**config.mk**
```make
export PLATFORM = sky130hd
export DESIGN_NAME = i2c_rx_slave
export DESIGN_NICKNAME = d
export VERILOG_FILES = /design/src/rtl/i2c_rx_pkg.sv /design/src/rtl/i2c_rx_deglitch.sv /design/src/rtl/i2c_rx_events.sv /design/src/rtl/i2c_rx_ctrl.sv /design/src/rtl/i2c_rx_slave.sv
export SDC_FILE = /design/constraint.sdc
export NUM_CORES = 1
export LEC_CHECK = 0
export BUFFER_PORTS_ARGS = -buffer_cell sky130_fd_sc_hd__buf_4
export CELL_PAD_IN_SITES_DETAIL_PLACEMENT = 0
export CELL_PAD_IN_SITES_GLOBAL_PLACEMENT = 1
export CORE_AREA = 2 2 88 73
export CTS_CLUSTER_DIAMETER = 100
export CTS_CLUSTER_SIZE = 28
export DETAILED_ROUTE_END_ITERATION = 10
export DIE_AREA = 0 0 90 75
export GPL_ROUTABILITY_DRIVEN = 0
export MAX_ROUTING_LAYER = met4
export PLACE_DENSITY = 0.66
export SYNTH_ARGS = -nofsm -noshare
export SYNTH_HDL_FRONTEND = slang
export SYNTH_SLANG_ARGS = --single-unit
```
**constraint.sdc**
```tcl
create_clock -name clk -period 2.2 [get_ports clk]
set_input_delay 0.33 -clock clk [delete_from_list [all_inputs] [get_ports clk]]
set_output_delay 0.33 -clock clk [all_outputs]
set_load 0.01 [all_outputs]
```
**src/rtl/i2c_rx_pkg.sv**
```systemverilog
// Shared types for the receive-only bus slave.
// Assumes: the controller uses these state codes only inside the block.
package i2c_rx_pkg;

    typedef enum logic [2:0] {
        RX_IDLE,      // no message for this slave in progress
        RX_ADDR,      // shifting in the address byte
        RX_ACK_ADDR,  // acknowledging the address
        RX_DATA,      // shifting in a data byte
        RX_ACK_DATA,  // acknowledging a data byte
        RX_IGNORE     // not addressed: wait for START or STOP
    } rx_state_t;

endpackage

```
**src/rtl/i2c_rx_deglitch.sv**
```systemverilog
// Line cleaner for one bus wire.
// Brings an asynchronous pad level into the clk domain through SYNC_STAGES
// flops, then votes over VOTE_TAPS samples so that a pulse shorter than half
// the window does not change the output.
// Assumes: SYNC_STAGES >= 2, VOTE_TAPS odd and >= 3; idle level is RESET_LEVEL.
module i2c_rx_deglitch #(
    parameter int   SYNC_STAGES = 2,
    parameter int   VOTE_TAPS   = 3,
    parameter logic RESET_LEVEL = 1'b1
) (
    input  logic clk,
    input  logic rst_n,
    input  logic line_i,
    output logic line_o
);
    localparam int CW = $clog2(VOTE_TAPS + 1);

    logic [SYNC_STAGES-1:0] sync_q;
    logic [VOTE_TAPS-1:0]   vote_q;
    logic [CW-1:0]          ones;

    // Synchronizer chain into the clk domain.
    always_ff @(posedge clk) begin
        if (!rst_n) sync_q <= {SYNC_STAGES{RESET_LEVEL}};
        else        sync_q <= {sync_q[SYNC_STAGES-2:0], line_i};
    end

    // Sample window for the majority vote.
    always_ff @(posedge clk) begin
        if (!rst_n) vote_q <= {VOTE_TAPS{RESET_LEVEL}};
        else        vote_q <= {vote_q[VOTE_TAPS-2:0], sync_q[SYNC_STAGES-1]};
    end

    // Count the high samples in the window.
    always_comb begin
        ones = '0;
        for (int i = 0; i < VOTE_TAPS; i++) ones = ones + CW'(vote_q[i]);
    end

    // Registered majority decision.
    always_ff @(posedge clk) begin
        if (!rst_n) line_o <= RESET_LEVEL;
        else        line_o <= (ones > CW'(VOTE_TAPS / 2));
    end

    AST_VOTE_ALL_HIGH: assert property (@(posedge clk) disable iff (!rst_n)
        (vote_q == {VOTE_TAPS{1'b1}}) |=> line_o);
    AST_VOTE_ALL_LOW: assert property (@(posedge clk) disable iff (!rst_n)
        (vote_q == {VOTE_TAPS{1'b0}}) |=> !line_o);

endmodule

```
**src/rtl/i2c_rx_events.sv**
```systemverilog
// Bus event finder.
// Compares the cleaned lines with their values one cycle earlier and reports
// clock edges and the START / STOP conditions (data edge while clock is high).
// Assumes: inputs are already synchronous and filtered; both idle high.
module i2c_rx_events (
    input  logic clk,
    input  logic rst_n,
    input  logic scl_f,
    input  logic sda_f,
    output logic scl_rise,
    output logic scl_fall,
    output logic start_det,
    output logic stop_det
);
    logic scl_q;
    logic sda_q;

    // Previous-cycle copies of the cleaned lines.
    always_ff @(posedge clk) begin
        if (!rst_n) begin
            scl_q <= 1'b1;
            sda_q <= 1'b1;
        end else begin
            scl_q <= scl_f;
            sda_q <= sda_f;
        end
    end

    // Edge and condition decode; a data edge only counts while clock stays high.
    always_comb begin
        scl_rise  = scl_f & ~scl_q;
        scl_fall  = ~scl_f & scl_q;
        start_det = scl_f & scl_q & sda_q & ~sda_f;
        stop_det  = scl_f & scl_q & ~sda_q & sda_f;
    end

endmodule

```
**src/rtl/i2c_rx_ctrl.sv**
```systemverilog
// Receive controller.
// Counts bits on rising clock edges, decides on the address, drives the
// acknowledge from the falling edge after the last bit to the falling edge that
// ends the acknowledge clock, and hands each data byte downstream.
// Assumes: one event per cycle from i2c_rx_events; START wins over everything.
module i2c_rx_ctrl
    import i2c_rx_pkg::*;
#(
    parameter int                 BYTE_BITS  = 8,
    parameter logic [BYTE_BITS-3:0] ADDR_FIXED = 6'b011100
) (
    input  logic                 clk,
    input  logic                 rst_n,
    input  logic                 scl_high,
    input  logic                 sda_bit,
    input  logic                 scl_rise,
    input  logic                 scl_fall,
    input  logic                 start_det,
    input  logic                 stop_det,
    input  logic                 addr_strap,
    output logic                 sda_pull_low,
    output logic                 byte_valid,
    output logic [BYTE_BITS-1:0] byte_data,
    output logic                 first_byte,
    output logic                 msg_end
);
    localparam int CNT_W = $clog2(BYTE_BITS + 1);
    localparam logic [CNT_W-1:0] FULL = CNT_W'(BYTE_BITS);

    rx_state_t            state;
    logic [CNT_W-1:0]     bit_cnt;
    logic [BYTE_BITS-1:0] shreg;
    logic                 first_pend;
    logic                 addr_hit;
    logic                 addressed;

    // Address compare: fixed upper bits, strap bit, write direction.
    always_comb begin
        addr_hit  = (shreg[BYTE_BITS-1:1] == {ADDR_FIXED, addr_strap}) && !shreg[0];
        addressed = (state == RX_ACK_ADDR) || (state == RX_DATA) || (state == RX_ACK_DATA);
    end

    // Main sequencer: bit capture, acknowledge window and byte hand-off.
    always_ff @(posedge clk) begin
        if (!rst_n) begin
            state        <= RX_IDLE;
            bit_cnt      <= '0;
            shreg        <= '0;
            first_pend   <= 1'b0;
            sda_pull_low <= 1'b0;
            byte_valid   <= 1'b0;
            byte_data    <= '0;
            first_byte   <= 1'b0;
            msg_end      <= 1'b0;
        end else begin
            byte_valid <= 1'b0;
            msg_end    <= 1'b0;
            if (start_det) begin
                state        <= RX_ADDR;
                bit_cnt      <= '0;
                sda_pull_low <= 1'b0;
            end else if (stop_det) begin
                msg_end      <= addressed;
                state        <= RX_IDLE;
                sda_pull_low <= 1'b0;
            end else begin
                case (state)
                    RX_ADDR, RX_DATA: begin
                        if (scl_rise && bit_cnt != FULL) begin
                            shreg   <= {shreg[BYTE_BITS-2:0], sda_bit};
                            bit_cnt <= bit_cnt + 1'b1;
                        end else if (scl_fall && bit_cnt == FULL) begin
                            if (state == RX_ADDR) begin
                                if (addr_hit) begin
                                    sda_pull_low <= 1'b1;
                                    first_pend   <= 1'b1;
                                    state        <= RX_ACK_ADDR;
                                end else begin
                                    state <= RX_IGNORE;
                                end
                            end else begin
                                sda_pull_low <= 1'b1;
                                byte_valid   <= 1'b1;
                                byte_data    <= shreg;
                                first_byte   <= first_pend;
                                first_pend   <= 1'b0;
                                state        <= RX_ACK_DATA;
                            end
                        end
                    end
                    RX_ACK_ADDR, RX_ACK_DATA: begin
                        if (scl_fall) begin
                            sda_pull_low <= 1'b0;
                            bit_cnt      <= '0;
                            state        <= RX_DATA;
                        end
                    end
                    default: ;
                endcase
            end
        end
    end

    AST_START_REARMS: assert property (@(posedge clk) disable iff (!rst_n)
        start_det |=> (state == RX_ADDR && !sda_pull_low));
    AST_ACK_HELD_HIGH: assert property (@(posedge clk) disable iff (!rst_n)
        (scl_high && $past(scl_high) && !$past(start_det || stop_det))
        |-> $stable(sda_pull_low));
    AST_IGNORE_SILENT: assert property (@(posedge clk) disable iff (!rst_n)
        (state == RX_IGNORE) |-> !sda_pull_low);
    AST_VALID_ONE_CYCLE: assert property (@(posedge clk) disable iff (!rst_n)
        byte_valid |=> !byte_valid);
    AST_END_FOLLOWS_STOP: assert property (@(posedge clk) disable iff (!rst_n)
        msg_end |-> $past(stop_det));

endmodule

```
**src/rtl/i2c_rx_slave.sv**
```systemverilog
// Receive-only bus slave, top level.
// Cleans both bus lines, finds bus events and runs the receive controller.
// Assumes: sda_pull_low is turned into an open-drain pull on the data pad.
module i2c_rx_slave #(
    parameter int SYNC_STAGES = 2,
    parameter int VOTE_TAPS   = 3,
    parameter int BYTE_BITS   = 8
) (
    input  logic                 clk,
    input  logic                 rst_n,
    input  logic                 scl_in,
    input  logic                 sda_in,
    input  logic                 addr_strap,
    output logic                 sda_pull_low,
    output logic                 byte_valid,
    output logic [BYTE_BITS-1:0] byte_data,
    output logic                 first_byte,
    output logic                 msg_end
);
    localparam int LINES = 2;  // index 0: clock, index 1: data

    logic [LINES-1:0] raw_lines;
    logic [LINES-1:0] clean_lines;
    logic scl_rise, scl_fall, start_det, stop_det;

    assign raw_lines = {sda_in, scl_in};

    // One identical cleaner per bus wire.
    for (genvar g = 0; g < LINES; g++) begin : g_clean
        i2c_rx_deglitch #(
            .SYNC_STAGES (SYNC_STAGES),
            .VOTE_TAPS   (VOTE_TAPS),
            .RESET_LEVEL (1'b1)
        ) u_clean (
            .clk    (clk),
            .rst_n  (rst_n),
            .line_i (raw_lines[g]),
            .line_o (clean_lines[g])
        );
    end

    i2c_rx_events u_events (
        .clk       (clk),
        .rst_n     (rst_n),
        .scl_f     (clean_lines[0]),
        .sda_f     (clean_lines[1]),
        .scl_rise  (scl_rise),
        .scl_fall  (scl_fall),
        .start_det (start_det),
        .stop_det  (stop_det)
    );

    i2c_rx_ctrl #(
        .BYTE_BITS  (BYTE_BITS),
        .ADDR_FIXED ((BYTE_BITS-2)'(6'b011100))
    ) u_ctrl (
        .clk          (clk),
        .rst_n        (rst_n),
        .scl_high     (clean_lines[0]),
        .sda_bit      (clean_lines[1]),
        .scl_rise     (scl_rise),
        .scl_fall     (scl_fall),
        .start_det    (start_det),
        .stop_det     (stop_det),
        .addr_strap   (addr_strap),
        .sda_pull_low (sda_pull_low),
        .byte_valid   (byte_valid),
        .byte_data    (byte_data),
        .first_byte   (first_byte),
        .msg_end      (msg_end)
    );

    AST_NO_PULL_WHEN_IDLE_BUS: assert property (@(posedge clk) disable iff (!rst_n)
        (start_det || stop_det) |=> !sda_pull_low);

endmodule

```
---- Word-level counts from Yosys, hierarchy flattened ----
Index checks and enable logic that the tools add are counted.
word-level totals
  register bits after elaboration ......... 42
  input bits .............................. 5
  output and inout bits ................... 12
  word-level logic and storage cells ...... 99
cells by class
  $add $sub $neg .......................... 5
  order comparisons ....................... 2
  equality and inequality tests ........... 16
  multiplexer cells ....................... 19
  bitwise operators ....................... 18
  reduce and logical (&&, ||, !) cells .... 21
operators with widths
  kind                                                                   number
  4-bit AND reduction                                                    4
  3-bit two-way mux                                                      5
  6-bit AND reduction                                                    2
  1-bit inverter                                                         11
  1-bit two-way mux                                                      9
  4-bit two-way mux                                                      2
  2-bit by 1-bit != test with 1-bit output, second input constant        4
  4-bit by 3-bit != test with 1-bit output, second input constant        2
  4-bit != test, second input constant                                   2
  4-bit one-hot mux with 2 select lines                                  1
  1-bit AND                                                              7
  7-bit by 6-bit equality test with 1-bit output                         1
  3-bit by 2-bit equality test with 1-bit output, second input constant  2
  3-bit one-hot mux with 2 select lines                                  1
  2-bit OR reduction                                                     3
  3-bit OR reduction                                                     2
  6-bit OR reduction                                                     1
  5-bit AND reduction                                                    1
  1-bit by 1-bit adder with 2-bit output                                 2
  2-bit by 1-bit adder with 2-bit output                                 2
  4-bit by 1-bit adder with 4-bit output, second input constant          1
  4-bit equality test, second input constant                             1
  2-bit by 1-bit > comparator with 1-bit output, second input constant   2
  4-bit nonzero test                                                     1
  9 further kinds                                                        12

---- Longest topological paths before layout ----
  depth in word-level cells ............... 9
  mapped depth ............................ 7
  mapped depth without buffers ............ 6

---- Modules after synthesis ----
A second synthesis with hierarchy kept.
unflattened totals
  cell total of the unflattened synthesis .. 179
  area, all modules ....................... 1757.9 um2
by module, submodules not included
  module           instances  cells an instance  area each (um2)  seq. area each (um2)
  i2c_rx_ctrl      1          143                1322.5           560.5
  i2c_rx_deglitch  2          14                 175.2            120.1
  i2c_rx_events    1          8                  85.1             40.0

---- Least setup slack after synthesis ----
No wires, ideal clock.
  path kind ............................... register -> register
  start ................................... reg u_ctrl.bit_cnt[0]
  end ..................................... reg u_ctrl.byte_data[0]
  library setup time ...................... 0.116 ns
  arrival time ............................ 1.316 ns
  data required time ...................... 2.084 ns
  path slack .............................. 0.767 ns
  stages on the path, launching flop included .. 8
  buffers on the path ..................... 1
  period minus slack after synthesis ...... 1.433 ns
  path through ............................ dfxtp_1 > inv_1 > ha_1 > and3b_1 > nand3_1 > buf_4 > mux2i_1 > nor2b_1
on the way
  longest elaborated chain between the ends .. 4
  elaborated cells on any way between the ends .. 6
  classes of those cells .................. eq/ne: 2; bitwise: 1; reduce/logical: 3
ends and longest elaborated chain
  what                                      line               text
  from (decl)                               i2c_rx_ctrl.sv:31  logic [CNT_W-1:0] bit_cnt;
  from (signal assigned)                    i2c_rx_ctrl.sv:71  bit_cnt <= bit_cnt + 1'b1;
  4-bit != test                             i2c_rx_ctrl.sv:69  if (scl_rise && bit_cnt != FULL) begin
  1-bit logical AND                         i2c_rx_ctrl.sv:69
  1-bit inverter (no source line)           -
  6-bit AND reduction (no source line) (*)  -
  to (signal assigned)                      i2c_rx_ctrl.sv:84  byte_data <= shreg;
  to (decl)                                 i2c_rx_ctrl.sv:23  output logic [BYTE_BITS-1:0] byte_data,
Every way passes the cells marked *; elsewhere a longest branch is shown, timed or not.
A chain may end at the register's enable or synchronous reset.

---- Worst setup path after layout ----
  start ................................... reg u_ctrl.bit_cnt[0]
  end ..................................... reg u_ctrl.byte_data[1]
The elaborated chain is that of the path after synthesis.

==> metrics.cfg <==
[cells_and_area]
final-seq-area_um2 = 840.8
multiInputGateArea_um2 = 815.8
n_antenna_cell = 0
area_growth_pct = 17.92
nFillCells = 609
final_common_cell = dfxtp_1
final_cell_mix = dfxtp_1, buf_4, nand2_1, nand3_1, nand2b_1
layout.nets = 197
drive_gt1_share_pct = 16.40

[worst_setup_path]
end_kind = register
crit_path_max_incr_delay_ns = 0.36
worstSetupPathDepth = 7
worst-path-buf-inv = 2
cp_max_fo = 11
crit_path_top_delay_cell = dfxtp_1
crit_family = flip-flops
reg2reg_depth = 7
crit_chain = inv_1 -> ha_1 -> and3b_1 -> nand3_1 -> buf_4 -> mux2i_1 -> nor2b_1
startpoint_type = register
arrival_ns = 1.71
required_ns = 2.39
critPathKind = reg2reg

[sta]
fmax_mhz = 657.8
fin_ws_ns = 0.6797
fin_worst_skew_ns = 0.008301
setup_viol = 0
layout_min_cycle_time_ns = 1.520
rsz0062_at_grt = false
tns_ns = 0
slew_headroom_pct = 72.30
worstMarginPinSlew_ns = 0.4145
fin_crit_sh_pct = 69.10
hold_viol = 0
finalMaxSlewViolations = 0

[die]
die_width_um = 90
pin_count = 17
rows = 25
fp.coreArea_um2 = 5818
die_h_um = 75
die-area_um2 = 6750
initial_core_util_pct = 29.53

[clock_tree]
htree_levels = 2
clk_path_buf_depth = 2
postCtsHoldBufs = 0
clock_sinks = 42
clkLatencyLatePin_ns = 0.29
clk_pin_slew_ns = 0.09
cts_tree = yes
cts_setup_buffers = 0
numCtsBuffers = 5
cts_root_buffer = clkbuf_8
cts_resized = 0

[routing]
highest_layer = met4
vias_per_cell = 4.256
dr_wl_met2_mm = 1.154
route.detailed.drc = 0
drt-initial-drc-count = 60
routed-wl-met3_um = 128
drtPass1Iterations = 4
post_drt_wl_per_cell_um = 10.94
wl_mm = 2.953
via_count = 1149
wl_met1_mm = 1.642
drtAntennaViolNets = 0

[yosys]
synth-async-reset-ratio_pct = 0
avgSynthCellArea_um2 = 10.11
synth_top_family_by_area = simple AND/OR/NAND/NOR gates
synth.mux.area_fraction_pct = 6.409
yosys.area_share.adder_pct = 2.913
syn_inst = 170
yosys_warnings = 0
synth_edf_count = 0
netlist_area_um2 = 1718
synth_flop_cell = dfxtp_1
synth_compound_area_share_pct = 9.978
yosysUniqueCellTypes = 35
synth-seq-cells = 42
synthXorXnorAreaFrac_pct = 2.986
synth-simple-area-share_pct = 25.20
ys_seq_area_share_pct = 48.94
synth_nets = 179

[grt]
grt_overflow = 0
antenna_found_initial = 0
grt_start_max_net_pins = 40
grt_pass1_wl_mm = 5.147
grt_usage_pct = 9.930
grt_pass1_vias = 1114

[outcome]
status = completed

[power]
cellPowerDensity_nw_per_um2 = 697.6
fin_total_pwr_mw = 1.413
p_leak_nw = 0.7874
irDropWorstVdd_uv = 319.0

[min_path]
worstHoldPathType = in2reg
worstHoldPathCells = 2

[placement]
dpl_worst_slack_ns = 0.6823
dp_hpwl_mm = 2.017
io_buffers = 16

[run]
cap_violations = 0

==> worst paths after layout <==
check,slack (ns),start,to
hold / removal,0.22,sda_in,g_clean[1].u_clean.sync_q[0]
setup / recovery,0.68,u_ctrl.bit_cnt[0],u_ctrl.byte_data[1]
hold reg to reg,0.41,g_clean[0].u_clean.sync_q[1],g_clean[0].u_clean.vote_q[0]
setup reg to reg,0.68,u_ctrl.bit_cnt[0],u_ctrl.byte_data[1]
==> kinds of logic (layout without fill, tap and decap cells) <==
logic type | count (synthesis) | in the layout
buf+inv | 11 | 30
xor+xnor | 5 | 5
compound gates | 23 | 23
flops | 42 | 42
mux | 11 | 11
fa+ha+maj | 4 | 4
simple gates | 74 | 74
==> report_power, final <==
part | total [mW] | leakage (nW) | internal (mW) | switching (mW)
Combinational | 0.0334 | 0.397 | 0.0162 | 0.0171
Clock | 0.611 | 0.0504 | 0.338 | 0.273
Sequential | 0.769 | 0.340 | 0.766 | 0.00318
Total | 1.41 | 0.787 | 1.12 | 0.293
==> area by class of cell <==
class                      count  area share (%)
clock inverter                 3           2.224
inverter                       3          0.5559
sequential                    42           41.51
tap                           81           5.003
clock buffer                   5           3.397
multi-input combinational    117           40.27
timing repair buffer          19           7.041
==> flip-flops by register name, indices dropped and copies added (netlist names) <==
| signal | cells |
|---|---|
| u_ctrl.byte_data | 8 |
| u_ctrl.shreg | 8 |
| g_clean.u_clean.vote_q | 6 |
| g_clean.u_clean.sync_q | 4 |
| u_ctrl.bit_cnt | 4 |
| u_ctrl.state | 3 |
| g_clean.u_clean.line_o | 2 |
| u_ctrl.byte_valid | 1 |
| u_ctrl.first_byte | 1 |
| u_ctrl.first_pend | 1 |
| u_ctrl.msg_end | 1 |
| u_ctrl.sda_pull_low | 1 |
| u_events.scl_q | 1 |
| u_events.sda_q | 1 |
==> metrics by stage <==
step	instances	hold slack, ns	utilization, %	area, um2
2_1_floorplan	170	0.3863	-	1718
3_3_place_gp	262	0.3890	32.86	1912
3_5_place_dp	262	0.3925	32.86	1912
4_1_cts	270	0.2074	34.82	2026
5_1_grt	270	0.2055	34.82	2026
6_report	270	0.2171	34.82	2026
==> worst reg2reg max path, stage by stage, from the launching register on <==
cell and delay, ns:
dfxtp_1 0.36, inv_1 0.07, ha_1 0.22, and3b_1 0.19, nand3_1 0.09, buf_4 0.22
mux2i_1 0.21, nor2b_1 0.06
==> cell usage after synthesis (2+ instances only) <==
library cell	n	area [um2]
inv_1	3	11.26
mux2i_1	11	110.1
nor2b_1	9	56.30
clkbuf_1	4	15.01
and4bb_1	2	25.02
nand2b_1	13	81.33
o21ai_0	4	20.02
nand2_1	17	63.81
nor4b_1	2	17.52
a21oi_1	5	25.02
and3b_1	2	17.52
dfxtp_1	42	840.8
or3_1	2	12.51
a21boi_0	8	60.06
nor2_1	4	15.01
nand3_1	14	70.07
nand3b_1	2	15.01
o2111a_1	2	22.52
nand4_1	2	12.51
buf_6	2	22.52
xnor2_1	3	26.28
ha_1	4	50.05
==> routing by layer <==
layer,vias to the layer above,global-route usage (%)
met5,-,-
met4,0,3.932
met3,4,3.003
met2,16,14.20
met1,507,13.21
li1,622,-
Power figures use the tool's default switching activity.
